**src/rtl/strobe_sweep_pkg.sv**
```systemverilog
package strobe_sweep_pkg;
  // Strobes passed from the sequencing control to the capture datapath
  typedef struct packed {
    logic applyPulse;
    logic strobe;
    logic clearStatus;
  } seq_ctl_t;
endpackage

```
**src/rtl/strobe_sweep_ctrl.sv**
```systemverilog
module strobe_sweep_ctrl
  import strobe_sweep_pkg::*;
#(
  parameter int FACTOR_W = 4,
  parameter int VEC_W    = 4
) (
  input  logic                clk,
  input  logic                rst,
  input  logic                start,
  input  logic [FACTOR_W-1:0] speedFactor,
  input  logic [VEC_W-1:0]    vecCount,
  output seq_ctl_t            ctl,
  output logic                busy,
  output logic                done,
  output logic [VEC_W-1:0]    vecIndex,
  output logic [FACTOR_W-1:0] passNum
);
  localparam logic [FACTOR_W-1:0] ONE_F = FACTOR_W'(1);
  localparam logic [VEC_W-1:0]    ONE_V = VEC_W'(1);

  logic [FACTOR_W-1:0] phase;
  logic [FACTOR_W-1:0] nLat;
  logic [VEC_W-1:0]    vLast;
  logic                accept;
  logic                cycleEnd;
  logic                passEnd;

  assign accept   = start && !busy;
  assign cycleEnd = busy && (phase == nLat);
  assign passEnd  = cycleEnd && (vecIndex == vLast);

  always_ff @(posedge clk) begin
    if (rst) begin
      busy     <= 1'b0;
      done     <= 1'b0;
      phase    <= '0;
      passNum  <= '0;
      vecIndex <= '0;
      nLat     <= ONE_F;
      vLast    <= '0;
    end else if (accept) begin
      busy     <= 1'b1;
      done     <= 1'b0;
      phase    <= ONE_F;
      passNum  <= ONE_F;
      vecIndex <= '0;
      nLat     <= (speedFactor == '0) ? ONE_F : speedFactor;
      vLast    <= (vecCount == '0) ? '0 : VEC_W'(vecCount - ONE_V);
    end else if (busy) begin
      if (cycleEnd) begin
        phase <= ONE_F;
        if (passEnd) begin
          vecIndex <= '0;
          if (passNum == nLat) begin
            busy <= 1'b0;
            done <= 1'b1;
          end else begin
            passNum <= passNum + ONE_F;
          end
        end else begin
          vecIndex <= vecIndex + ONE_V;
        end
      end else begin
        phase <= phase + ONE_F;
      end
    end
  end

  always_comb begin
    ctl.applyPulse  = busy && (phase == ONE_F);
    ctl.strobe      = busy && (phase == passNum);
    ctl.clearStatus = accept;
  end

  // Checker state: has a strobe already occurred in this test cycle
  logic seenStrobe;
  always_ff @(posedge clk) begin
    if (rst) seenStrobe <= 1'b0;
    else if (ctl.applyPulse) seenStrobe <= ctl.strobe;
    else if (ctl.strobe) seenStrobe <= 1'b1;
  end


  single_strobe_chk: assert property (@(posedge clk) disable iff (rst)
    (ctl.strobe && !ctl.applyPulse) |-> !seenStrobe);


  strobe_before_end_chk: assert property (@(posedge clk) disable iff (rst)
    cycleEnd |-> (seenStrobe || ctl.strobe));


  vec_moves_at_apply_chk: assert property (@(posedge clk) disable iff (rst)
    (busy && $past(busy) && vecIndex != $past(vecIndex)) |-> ctl.applyPulse);


  done_idle_chk: assert property (@(posedge clk) disable iff (rst)
    done |-> !busy);


  start_ignored_chk: assert property (@(posedge clk) disable iff (rst)
    (busy && start) |=> ($stable(nLat) && $stable(vLast)));


  pass_in_range_chk: assert property (@(posedge clk) disable iff (rst)
    busy |-> (passNum >= ONE_F && passNum <= nLat));
endmodule

```
**src/rtl/strobe_sweep_dp.sv**
```systemverilog
module strobe_sweep_dp
  import strobe_sweep_pkg::*;
#(
  parameter int FACTOR_W = 4,
  parameter int VEC_W    = 4,
  parameter int DATA_W   = 8
) (
  input  logic                clk,
  input  logic                rst,
  input  seq_ctl_t            ctl,
  input  logic [FACTOR_W-1:0] passNum,
  input  logic [VEC_W-1:0]    vecIndex,
  input  logic [DATA_W-1:0]   cutOut,
  input  logic [DATA_W-1:0]   expData,
  output logic [DATA_W-1:0]   captured,
  output logic                failSticky,
  output logic [FACTOR_W-1:0] failPass,
  output logic [VEC_W-1:0]    failVec
);
  logic mismatch;
  assign mismatch = ctl.strobe && (cutOut != expData);

  always_ff @(posedge clk) begin
    if (rst) captured <= '0;
    else if (ctl.strobe) captured <= cutOut;
  end

  always_ff @(posedge clk) begin
    if (rst || ctl.clearStatus) begin
      failSticky <= 1'b0;
      failPass   <= '0;
      failVec    <= '0;
    end else if (mismatch && !failSticky) begin
      failSticky <= 1'b1;
      failPass   <= passNum;
      failVec    <= vecIndex;
    end
  end


  capture_hold_chk: assert property (@(posedge clk) disable iff (rst)
    !ctl.strobe |=> $stable(captured));


  fail_sticky_chk: assert property (@(posedge clk) disable iff (rst)
    (failSticky && !ctl.clearStatus) |=> (failSticky && $stable(failPass) && $stable(failVec)));


  clear_status_chk: assert property (@(posedge clk) disable iff (rst)
    ctl.clearStatus |=> !failSticky);
endmodule

```
**src/rtl/strobe_sweep_seq.sv**
```systemverilog
module strobe_sweep_seq
  import strobe_sweep_pkg::*;
#(
  parameter int FACTOR_W = 4,
  parameter int VEC_W    = 4,
  parameter int DATA_W   = 8
) (
  input  logic                clk,
  input  logic                rst,
  input  logic                start,
  input  logic [FACTOR_W-1:0] speedFactor,
  input  logic [VEC_W-1:0]    vecCount,
  input  logic [DATA_W-1:0]   cutOut,
  input  logic [DATA_W-1:0]   expData,
  output logic                busy,
  output logic                done,
  output logic                applyPulse,
  output logic                strobe,
  output logic [VEC_W-1:0]    vecIndex,
  output logic [FACTOR_W-1:0] passNum,
  output logic [DATA_W-1:0]   captured,
  output logic                failSticky,
  output logic [FACTOR_W-1:0] failPass,
  output logic [VEC_W-1:0]    failVec
);
  seq_ctl_t ctl;

  strobe_sweep_ctrl #(.FACTOR_W(FACTOR_W), .VEC_W(VEC_W)) ctrl_i (
    .clk(clk), .rst(rst), .start(start), .speedFactor(speedFactor),
    .vecCount(vecCount), .ctl(ctl), .busy(busy), .done(done),
    .vecIndex(vecIndex), .passNum(passNum)
  );

  strobe_sweep_dp #(.FACTOR_W(FACTOR_W), .VEC_W(VEC_W), .DATA_W(DATA_W)) dp_i (
    .clk(clk), .rst(rst), .ctl(ctl), .passNum(passNum), .vecIndex(vecIndex),
    .cutOut(cutOut), .expData(expData), .captured(captured),
    .failSticky(failSticky), .failPass(failPass), .failVec(failVec)
  );

  assign applyPulse = ctl.applyPulse;
  assign strobe     = ctl.strobe;
endmodule

```
**config.mk**
```make
export PLATFORM = sky130hd
export DESIGN_NAME = strobe_sweep_seq
export DESIGN_NICKNAME = d
export VERILOG_FILES = /design/src/rtl/strobe_sweep_pkg.sv /design/src/rtl/strobe_sweep_ctrl.sv /design/src/rtl/strobe_sweep_dp.sv /design/src/rtl/strobe_sweep_seq.sv
export SDC_FILE = /design/constraint.sdc
export NUM_CORES = 1
export LEC_CHECK = 0
export ABC_AREA = 1
export ABC_CLOCK_PERIOD_IN_PS = 4000
export BUFFER_PORTS_ARGS = -buffer_cell sky130_fd_sc_hd__buf_4
export CAP_MARGIN = 20
export CORE_UTILIZATION = 40
export CTS_BUF_LIST = sky130_fd_sc_hd__clkbuf_4 sky130_fd_sc_hd__clkbuf_8
export DETAILED_ROUTE_END_ITERATION = 8
export HOLD_SLACK_MARGIN = 0.15
export SYNTH_ARGS = -nofsm -noshare
export SYNTH_HDL_FRONTEND = slang
export SYNTH_SLANG_ARGS = --single-unit
```
**constraint.sdc**
```tcl
create_clock -name clk -period 4 [get_ports clk]
set_clock_uncertainty 0.2 [all_clocks]
set_input_delay 0.6 -clock clk [delete_from_list [all_inputs] [get_ports clk]]
set_output_delay 0.6 -clock clk [all_outputs]
set_load 0.03 [all_outputs]
```
==> results of run 1 <==
==> placed cells by master, fill, tap and decap left out, types with 2 or more instances in the layout <==
| cell type | n |
|---|---|
| bufinv_16 | 2 |
| a31oi_1 | 2 |
| inv_2 | 4 |
| nand3_1 | 10 |
| nand2_1 | 82 |
| nor4_1 | 2 |
| inv_1 | 43 |
| nor2_4 | 2 |
| xor2_1 | 4 |
| xnor2_1 | 7 |
| dfxtp_1 | 39 |
| nor2_1 | 41 |
| or2_2 | 2 |
| ha_1 | 4 |
| nand4_1 | 3 |
| buf_4 | 56 |
| o22ai_1 | 3 |
| clkbuf_8 | 5 |
| a21oi_1 | 17 |
| o21ai_0 | 13 |
| nor3_1 | 4 |
==> worst paths after layout <==
check,depth (start not counted),startpoint,slack [ns],endpoint
min,2,ctrl_i.done,0.25,ctrl_i.done
max reg2reg,7,ctrl_i.busy,2.12,dp_i.failPass[2]
max,5,ctrl_i.busy,1.55,strobe
min reg2reg,2,ctrl_i.done,0.25,ctrl_i.done
==> per-stage QoR <==
stage / setup WS, ns / area, sq um / instances / power, mW
3_3_place_gp: 1.88 / 2480 / 416 / 0.701
5_1_grt: 1.39 / 2620 / 424 / 1.14
4_1_cts: 1.55 / 2620 / 424 / 1.10
6_report: 1.55 / 2620 / 424 / 1.09
3_5_place_dp: 1.86 / 2480 / 416 / 0.701
2_1_floorplan: 1.79 / 2020 / 300 / 0.616
==> tightest hold or removal path: cells and delay by family (launching register included) <==
| kind | cells | cell delay [ns] |
|---|---|---|
| AO/OA/AOI/OAI | 1 | 0.05 |
| buffers and inverters | 1 | 0.05 |
| flip-flops | 1 | 0.31 |
==> routing by layer <==
metal / global-route usage / vias to the layer above / routed length, microns / share of wire
li1: - / 1045 / - / -
met3: 0.0456 / 4 / 145 / 0.030
met5: 0 / - / 0 / 0
met4: 0.0588 / 0 / 36 / 0.0076
met2: 0.313 / 24 / 2260 / 0.47
met1: 0.254 / 862 / 2320 / 0.49
==> kinds of logic (layout without fill, tap and decap cells) <==
family,Yosys count,after routing,share of synthesized area
simple gates,151,151,0.321
fa+ha+maj,4,4,0.0247
buf+inv,54,111,0.109
flops,39,39,0.386
xor+xnor,11,11,0.0476
compound gates,41,41,0.111
==> sequential cells by signal, summed over array words and instances, names as in the netlist <==
signal / flops
dp_i.failVec: 4
ctrl_i.passNum: 4
ctrl_i.nLat: 4
ctrl_i.phase: 4
ctrl_i.vLast: 4
ctrl_i.vecIndex: 4
ctrl_i.done: 1
dp_i.failPass: 4
dp_i.failSticky: 1
ctrl_i.busy: 1
dp_i.captured: 8
==> final cells by class <==
type	instances	area [sq um]
Fill cell	516	2170
Timing Repair Buffer	56	420
Multi-Input combinational cell	207	1020
Sequential cell	39	781
Clock buffer	6	76.3
Inverter	47	176
Clock inverter	2	60.1
Tap cell	67	83.8
==> report_power, final <==
part / internal, mW / total, mW / switching (mW) / leakage [nW]
sequential: 0.418 / 0.443 / 0.0251 / 0.318
clock: 0.256 / 0.398 / 0.142 / 0.0688
combinational: 0.0937 / 0.248 / 0.155 / 0.931
==> impl_metrics.json, run 1 <==
{
  "synth_ff_type": "dfxtp_1",
  "rsz0062_at_grt": "no",
  "area_growth_pct": 29.4,
  "routed_wl_mm": 4.76,
  "required_ns": 3.20,
  "die_h_microns": 73.1,
  "grt_overflow": 0,
  "max_slew_margin": 0.736,
  "netlist.area_leader.share": 0.386,
  "crit_arrival_ns": 1.65,
  "antenna_found_initial": 0,
  "syn_nets": 331,
  "layout-drive-gt1-share": 0.213,
  "leakage_nw": 1.32,
  "numClockSinks": 39,
  "grt_pass1_wl_mm": 7.87,
  "yosys_warnings": 0,
  "dr.pass1.iters": 4,
  "ios": 56,
  "cts_resized": 0,
  "clk_latency_ns": 0.29,
  "antenna_cells": 0,
  "critical-path-max-stage-delay_ns": 0.54,
  "avgSynthCellArea_sq_um": 6.74,
  "worst_slew_pin_slew_ns": 0.395,
  "yosysTopAreaCell": "dfxtp_1",
  "startpoint_type": "register",
  "worstSetupPathType": "reg2out",
  "ant_nets": 0,
  "yosysSeqAreaShare": 0.386,
  "syn_area_sq_um": 2020,
  "synth.distinct_cells": 33,
  "crit_fanout": 15,
  "min_period_ns": 2.45,
  "fmax_ghz": 0.407,
  "cp_slowest_cell": "dfxtp_1",
  "routed_via_density": 4.56,
  "period_share": 0.614,
  "cp_cell_sequence": "inv_2 -> a21oi_1 -> nand3_1 -> nor2_4 -> buf_4",
  "fp-row-count": 25,
  "drc": 0,
  "synth_cells": 300,
  "cts_tree": "built",
  "hold_ws_ns": 0.254,
  "gp_congestion": 0.846,
  "min_path_type": "reg2reg",
  "die_area_sq_um": 5350,
  "worstSetupEndpointType": "primary output",
  "portBuffers": 55,
  "cap_violations": 0,
  "ys_top_cells_by_area": "dfxtp_1 39%, nand2_1 15%, inv_1 8.0%",
  "final_hold_viol_count": 0,
  "fin_nets": 387,
  "wl_per_cell_microns": 11.2,
  "cts_root_buf": "clkbuf_8",
  "start_util": 0.423,
  "grt_pass1_vias": 1683,
  "async_flop_share": 0,
  "grtUsageTotal": 0.193,
  "crit_family": "flip-flops",
  "drt_iter0_markers": 78,
  "coreArea_sq_um": 4790,
  "post_cts_buffers": 0,
  "setup_viol": 0,
  "clk_pin_slew_ns": 0.07,
  "netlist_top_cells_count": "82 x nand2_1, 43 x inv_1, 41 x nor2_1",
  "vias": 1935,
  "post-dp-hpwl_mm": 3.57,
  "path_buf_inv": 2,
  "run_status": "finished clean",
  "finalSetupTns_ns": 0,
  "utilization": 0.547,
  "die_width_microns": 73.1,
  "synth-edff-count": 0,
  "ir_drop_mv": 0.246,
  "p_per_area_nw_per_um2": 416,
  "slew_viol_final": 0,
  "clk_path_buf_depth": 2,
  "cts_hold_buf": 0,
  "synth_seq_cells": 39,
  "cts-htree-levels": 2,
  "yosysMostFrequentCell": "nand2_1",
  "grt_max_degree": 18,
  "cts_buffers": 5
}
No activity file was read; power rests on OpenSTA's default activity.
==> run 2, diff against run 1 <==
--- a/config.mk
+++ b/config.mk
@@ -6,7 +6,7 @@
 export NUM_CORES = 1
 export LEC_CHECK = 0
 export ABC_AREA = 1
-export ABC_CLOCK_PERIOD_IN_PS = 4000
+export ABC_CLOCK_PERIOD_IN_PS = 2400
 export BUFFER_PORTS_ARGS = -buffer_cell sky130_fd_sc_hd__buf_4
 export CAP_MARGIN = 20
 export CORE_UTILIZATION = 40
==> constraint.sdc (replaced) <==
create_clock -name clk -period 2.4 [get_ports clk]
set_clock_uncertainty 0.2 [all_clocks]
set_input_delay 0.36 -clock clk [delete_from_list [all_inputs] [get_ports clk]]
set_output_delay 0.36 -clock clk [all_outputs]
set_load 0.03 [all_outputs]
==> run 2 against run 1 <==
  * Die area is the same
  * Sequential power increased by 66%
  * Power rose by 58%
  * Register-to-register slack worse by 1.6 ns
  * Clock power rose by 38%
  * Non-clock buffer count increased by 14
  * Combinational power rose by 75%
  * Largest power group unchanged
  * Highest routed layer unchanged
==> impl_metrics.json, run 2 (same netlist as run 1, synthesis figures left out) <==
{
  "routed_via_density": 4.66,
  "hold_depth": 3,
  "die_area_sq_um": 5350,
  "cts-htree-levels": 2,
  "cts_tree": "built",
  "grtUsageTotal": 0.202,
  "coreArea_sq_um": 4790,
  "clk_pin_slew_ns": 0.08,
  "ant_nets": 0,
  "hold_ws_ns": 0.156,
  "layout-drive-gt1-share": 0.210,
  "fp-row-count": 25,
  "period_share": 0.918,
  "ir_drop_mv": 0.301,
  "gp_congestion": 0.835,
  "max_slew_margin": 0.725,
  "run_status": "finished clean",
  "cts_buffers": 5,
  "cap_violations": 0,
  "routed_wl_mm": 4.92,
  "setup_viol": 0,
  "final_hold_viol_count": 0,
  "start_util": 0.423,
  "nFillCells": 492,
  "min_path_type": "in2reg",
  "portBuffers": 55,
  "crit_fanout": 15,
  "die_width_microns": 73.1,
  "grt_pass1_wl_mm": 8.30,
  "grt_overflow": 0,
  "ios": 56,
  "worstSetupPathType": "reg2out",
  "regMostFlops": "dp_i.captured",
  "worstSetupEndpointType": "primary output",
  "finalSetupTns_ns": 0,
  "slew_viol_final": 0,
  "die_h_microns": 73.1,
  "cts_hold_buf": 12,
  "cts_root_buf": "clkbuf_8",
  "post-dp-hpwl_mm": 3.63,
  "cts_resized": 0,
  "rsz0062_at_grt": "no",
  "final_cell_mix": "82 x nand2_1, 58 x buf_4, 43 x inv_1",
  "antenna_found_initial": 0,
  "drt_iter0_markers": 88,
  "largest_reg_flops": 8,
  "wl_per_cell_microns": 11.2,
  "startpoint_type": "register",
  "post_cts_buffers": 0,
  "fmax_ghz": 0.454,
  "numClockSinks": 39,
  "ff2ff_path_depth": 8,
  "clk_path_buf_depth": 2,
  "min_period_ns": 2.20,
  "crit_arrival_ns": 1.64,
  "vias": 2042,
  "dr.pass1.iters": 5,
  "antenna_cells": 0,
  "clk_latency_ns": 0.30,
  "leakage_nw": 1.37,
  "area_growth_pct": 34.9,
  "grt_max_degree": 18,
  "required_ns": 1.84,
  "worst_slew_pin_slew_ns": 0.413,
  "fin_nets": 401,
  "grt_pass1_vias": 1833,
  "p_per_area_nw_per_um2": 630,
  "mostFrequentLayoutCell": "nand2_1",
  "drc": 0
}
==> run 2: cell count changes in the layout (fill, tap and decap cells not counted) <==
cell and delta:
clkinv_2 +1, clkbuf_4 -1, dlygate4sd3_1 +12, buf_4 +2, clkinv_4 +1, bufinv_16 -1
==> run 2: worst max-delay path, stage by stage (launching register included) <==
cell,delay [ns]
dfxtp_1,0.53
inv_2,0.06
a21oi_1,0.12
nand3_1,0.13
nor2_4,0.28
buf_4,0.23
==> run 2: final timing paths <==
path | startpoint | endpoint | slack [ns]
max | ctrl_i.busy | strobe | 0.20
min | vecCount[1] | ctrl_i.vLast[1] | 0.16
max reg2reg | ctrl_i.busy | dp_i.failVec[3] | 0.54
min reg2reg | ctrl_i.done | ctrl_i.done | 0.26
==> run 2: routing by layer <==
| metal | vias to the layer above | GRT usage | wire length [microns] |
|---|---|---|---|
| met5 | - | 0 | 0 |
| met1 | 928 | 0.262 | 2310 |
| li1 | 1071 | - | - |
| met2 | 36 | 0.333 | 2380 |
| met3 | 7 | 0.0373 | 146 |
| met4 | 0 | 0.0784 | 72 |
==> run 2: area by class of cell <==
cell class	instances	area [sq um]	share of cell area
clock buffer	5	68.8	0.0252
multi-input combinational	207	1020	0.374
clock inverter	3	43.8	0.0160
inverter	47	176	0.0646
timing repair buffer	70	556	0.203
tap	67	83.8	0.0307
sequential	39	781	0.286
==> run 2: stage by stage <==
stage | std cells | total power [mW] | setup WS [ns] | utilization | instance area [sq um]
after floorplan | 300 | 1.03 | 0.434 | - | 2020
after global placement | 418 | 1.17 | 0.503 | 0.522 | 2500
after detailed placement | 418 | 1.17 | 0.489 | 0.522 | 2500
after CTS | 438 | 1.74 | 0.166 | 0.570 | 2730
after global routing | 438 | 1.81 | 0.0417 | 0.570 | 2730
final | 438 | 1.72 | 0.196 | 0.570 | 2730
==> run 2: power breakdown <==
part	internal, mW	total (mW)	switching [mW]
registers	0.696	0.736	0.0396
clock network	0.309	0.551	0.242
logic	0.171	0.433	0.262
total	1.18	1.72	0.543
